File: src/rtl/uart9_rx.sv
module uart9_rx #(
  parameter int OS_RATE = 16
) (
  input  logic       clk,
  input  logic       rst_n,
  input  logic       os_tick,
  input  logic       rxd,
  input  logic       mode_nine,
  input  logic       rx_en,
  input  logic       addr_wait,
  input  logic [7:0] my_addr,
  input  logic [7:0] addr_mask,
  input  logic       clr_done,
  input  logic       clr_stat,
  output logic [7:0] rx_byte,
  output logic       rx_bit9,
  output logic       rx_done,
  output logic       frame_err,
  output logic       brk_err,
  output logic       ovr_err
);
  localparam int CW  = $clog2(OS_RATE);
  localparam int MID = OS_RATE / 2;

  logic [1:0]    sync;
  logic          busy, armed, nine_q, s_a, s_b, all_zero;
  logic [CW-1:0] cnt;
  logic [3:0]    idx;
  logic [8:0]    sh;

  wire rxs      = sync[1];
  wire start_ok = os_tick && !busy && armed && !rxs && rx_en;
  wire decide   = os_tick && busy && (cnt == CW'(MID + 1));
  wire bitv     = (s_a & s_b) | (s_a & rxs) | (s_b & rxs);
  wire [3:0] last = nine_q ? 4'd10 : 4'd9;
  wire fin      = decide && (idx == last);
  wire [7:0] got  = nine_q ? sh[7:0] : sh[8:1];
  wire got9     = nine_q & sh[8];
  wire match    = ((got ^ my_addr) & addr_mask) == 8'd0;
  wire accept   = !(nine_q && addr_wait) || (got9 && match);

  always_ff @(posedge clk or negedge rst_n)
    if (!rst_n) sync <= 2'b11;
    else        sync <= {sync[0], rxd};

  always_ff @(posedge clk or negedge rst_n)
    if (!rst_n)                armed <= 1'b0;
    else if (os_tick && !busy) armed <= rxs;

  always_ff @(posedge clk or negedge rst_n) begin
    if (!rst_n) begin
      busy <= 1'b0; cnt <= '0; idx <= '0; nine_q <= 1'b0;
      s_a <= 1'b0; s_b <= 1'b0; all_zero <= 1'b0; sh <= '0;
    end else if (start_ok) begin
      busy <= 1'b1; cnt <= CW'(1); idx <= '0;
      nine_q <= mode_nine; all_zero <= 1'b1;
    end else if (busy && os_tick) begin
      cnt <= (cnt == CW'(OS_RATE - 1)) ? '0 : cnt + 1'b1;
      if (cnt == CW'(OS_RATE - 1)) idx <= idx + 1'b1;
      if (cnt == CW'(MID - 1)) s_a <= rxs;
      if (cnt == CW'(MID))     s_b <= rxs;
      if (decide) begin
        all_zero <= all_zero & ~bitv;
        if (idx == 4'd0) begin
          if (bitv) busy <= 1'b0;
        end else if (fin) begin
          busy <= 1'b0;
        end else begin
          sh <= {bitv, sh[8:1]};
        end
      end
    end
  end

  always_ff @(posedge clk or negedge rst_n) begin
    if (!rst_n) begin
      rx_byte <= '0; rx_bit9 <= 1'b0; rx_done <= 1'b0;
      frame_err <= 1'b0; brk_err <= 1'b0; ovr_err <= 1'b0;
    end else begin
      if (clr_done) rx_done <= 1'b0;
      if (clr_stat) begin
        frame_err <= 1'b0; brk_err <= 1'b0; ovr_err <= 1'b0;
      end
      if (fin) begin
        if (!bitv)             frame_err <= 1'b1;
        if (!bitv && all_zero) brk_err   <= 1'b1;
        if (accept) begin
          if (rx_done && !clr_done) begin
            ovr_err <= 1'b1;
          end else begin
            rx_byte <= got; rx_bit9 <= got9; rx_done <= 1'b1;
          end
        end
      end
    end
  end
endmodule

File: config.mk
export PLATFORM = sky130hd
export DESIGN_NAME = uart9_rx
export DESIGN_NICKNAME = d
export VERILOG_FILES = /design/src/rtl/uart9_rx.sv
export SDC_FILE = /design/constraint.sdc
export NUM_CORES = 1
export LEC_CHECK = 0
export BUFFER_PORTS_ARGS = -buffer_cell sky130_fd_sc_hd__buf_2
export CAP_MARGIN = 40
export CORE_ASPECT_RATIO = 0.5
export CORE_MARGIN = 2
export CORE_UTILIZATION = 35
export CTS_BUF_LIST = sky130_fd_sc_hd__clkbuf_8 sky130_fd_sc_hd__clkbuf_16
export CTS_CLUSTER_DIAMETER = 50
export CTS_CLUSTER_SIZE = 14
export DETAILED_ROUTE_END_ITERATION = 8
export GPL_TIMING_DRIVEN = 0
export RECOVER_POWER = 50
export REMOVE_ABC_BUFFERS = 1
export SLEW_MARGIN = 10
export SYNTH_ARGS = -nofsm -noshare
export SYNTH_HDL_FRONTEND = slang
export SYNTH_SLANG_ARGS = --single-unit
File: constraint.sdc
create_clock -name clk -period 2.5 [get_ports clk]
set_input_delay 0.375 -clock clk [delete_from_list [all_inputs] [get_ports clk]]
set_output_delay 0.375 -clock clk [all_outputs]
set_load 0.005 [all_outputs]
==> out/metrics.yaml <==
outcome:
  outcome: "finished clean"
routing:
  met3_length_um: 99
  drt_iter0_markers: 36
  top_layer_used: "met4"
  detailroute.via_count: 1330
  wl_mm: 3.64
  viasPerCell: 4.72
  ant_nets: 0
  dr.pass1.iters: 4
  wl_per_cell_um: 12.9
  wl_met1_mm: 1.68
  route.detailed.drc: 0
  wl_met2_mm: 1.84
yosys:
  synthAdderAreaFrac_pct: 3.81
  async_flop_share_pct: 100
  synth_cells: 163
  yosys_register_bits: 38
  yosysSeqAreaShare_pct: 50.1
  synth_ff_type: "dfrtp_1"
  synth-compound-area-share_pct: 7.03
  yosysWarnings: 0
  synth-simple-area-share_pct: 12.2
  synthMuxAreaShare_pct: 18.5
  syn_area_um2: 1900
  syn_area_per_cell_um2: 11.7
  synthDistinctLibCells: 34
  synth-xor-area-share_pct: 4.14
  synth_edf_count: 0
  synth_top_family_by_area: "multiplexers"
sta:
  relSlewSlack_pct: 21.8
  rsz0062_at_grt: "false"
  tightestPinTransition_ps: 1170
  maxSlewViolCount: 0
  setup_viol: 0
  hold_violations: 0
  min_period_over_period_pct: 95.1
  skew_ps: 5.05
  fmax_mhz: 420
  period_needed_ps: 2380
worst_setup_path:
  criticalPathCategory: "register to register"
  required_ps: 2680
  worstSetupStartpointType: "register"
  critPathMaxFanout: 6
  r2r.worst_path.cells: 7
  cp_data_arrival_time_ps: 2550
  end_kind: "register"
floorplan:
  die_h_um: 56.1
  die_area_um2: 6080
  pin_count: 38
  fp-row-count: 18
  coreArea_um2: 5090
  dieWidth_um: 108
  start_util_pct: 37.4
place:
  place_hpwl_mm: 2.74
  numPortBuffers: 37
  place.gp.congestion: 0.765
finish:
  nets: 241
  final_util_pct: 45.6
  syn_to_final_growth_pct: 22.1
  nFillCells: 500
  n_antenna_cell: 0
  layout_common_cells: "dfrtp_1 (35), buf_2 (35), mux2i_1 (16)"
  drive_gt1_share_pct: 35.4
cts:
  cts_buffer_depth: 2
  root_buffer: "clkbuf_8"
  numClockSinks: 38
  path_clk_slew_ps: 80
  clock_latency_ps: 290
  cts_tree: "yes"
  cts_hold_buffers: 0
  numCtsBuffers: 5
  cts_max_level: 2
pwr:
  powerDensity_nw_per_um2: 710
  peakVddDrop_mv: 0.268
  p_leak_nw: 1.11
  total_power_mw: 1.65
job:
  cap_violations: 0
worst_hold_path:
  hold_depth: 1
  hp-class: "input port to register"
global_routing:
  track_usage_pct: 13.4
  grt_overflow: 0
  antenna_found_initial: 0
  grt_start_max_net_pins: 22
  first_global_vias: 1418
  grt_first_pass_wirelength_mm: 6.35
## cell families after synthesis
family	after synthesis
AO/OA/AOI/OAI	20
XOR/XNOR	9
adder cells (fa/ha/maj)	6
buffers and inverters	17
flip-flops	38
multiplexers	33
AND/OR/NAND/NOR	40
## critical path: stages (launching register included)
cell and delay (ps):
dfrtp_2 480, mux2i_2 270, mux2i_1 120, a2111oi_2 460, a31oi_2 200, nor3b_2 270
buf_4 170, mux2_4 300
## state kept, by name (all words and copies together) (netlist names)
name and cells:
rx_done 1, all_zero 1, busy 1, sh 9
s_a 1, s_b 1, sync 2, rx_byte 8
armed 1, nine_q 1, rx_bit9 1, idx 4
frame_err 1, cnt 4, brk_err 1, ovr_err 1
## synth_stat cells, types with 2 or more instances
cell type   n  area (µm²)
nand2_1    11        41.3
o21ai_0     6        30.0
nand2b_1    5        31.3
nor3b_2     3        37.5
xnor2_1     6        52.6
inv_1      14        52.6
nand3_1     6        30.0
dfrtp_1    36         901
nor2_1      6        22.5
dfstp_2     2        52.6
a21oi_1     4        20.0
mux2_2     14         158
mux2i_1    18         180
ha_1        5        62.6
a21o_1      3        22.5
xor2_1      3        26.3
a22oi_1     2        15.0
buf_6       2        22.5
nor3b_1     2        15.0
## metal layers
layer / vias up / global-route usage, %
li1: 655 / -
met1: 659 / 16.2
met2: 14 / 23.2
met3: 2 / 3.51
met4: 0 / 4.40
met5: - / 0
## path summary, 6_finish.rpt
path / startpoint / endpoint / slack [ps]
setup / recovery: nine_q / rx_byte[0] / 120
hold / removal: rxd / sync[0] / 180
setup reg to reg: nine_q / rx_byte[0] / 120
hold reg to reg: sync[0] / sync[1] / 360
max in group asynchronous: rst_n / nine_q / 640
min in group asynchronous: rst_n / rx_byte[1] / 210
## area by class of cell
type	instances	area [µm²]	share of cell area, %
inverters	14	52.6	2.26
clock inverters	3	40.0	1.72
multi-input cells	108	885	38.1
repair buffers	44	235	10.1
well taps	70	87.6	3.77
clock buffers	5	68.8	2.96
flip-flops and latches	38	955	41.1
## repair_timing
action | in CTS | in global routing
gates resized for setup | 1 | 3
pin swaps | 1 | 1
cloned | 0 | 0
endpoints found under the hold margin | 0 | 0
buffers inserted | 4 | 0
endpoints found under the setup margin | 9 | 9
## through the flow
stage / cell area [µm²] / hold WS [ps] / cells / setup WS (ps) / TNS [ps]
6_report: 2320 / 183 / 282 / 121 / 0
5_1_grt: 2320 / 169 / 282 / 15.8 / 0
4_1_cts: 2340 / 31.9 / 282 / 16.1 / 0
3_5_place_dp: 2200 / 347 / 270 / -349 / -2750
3_3_place_gp: 2150 / 346 / 267 / -711 / -5250
2_1_floorplan: 1880 / 79.4 / 160 / -66.1 / -66.1
## power by group
part           internal [mW]  leakage [nW]  switching [mW]
Sequential             0.698         0.463           0.103
Clock                  0.294        0.0579           0.214
Combinational          0.176         0.585           0.165
Total                   1.17          1.11           0.482
(Power assumes the default switching activity.)
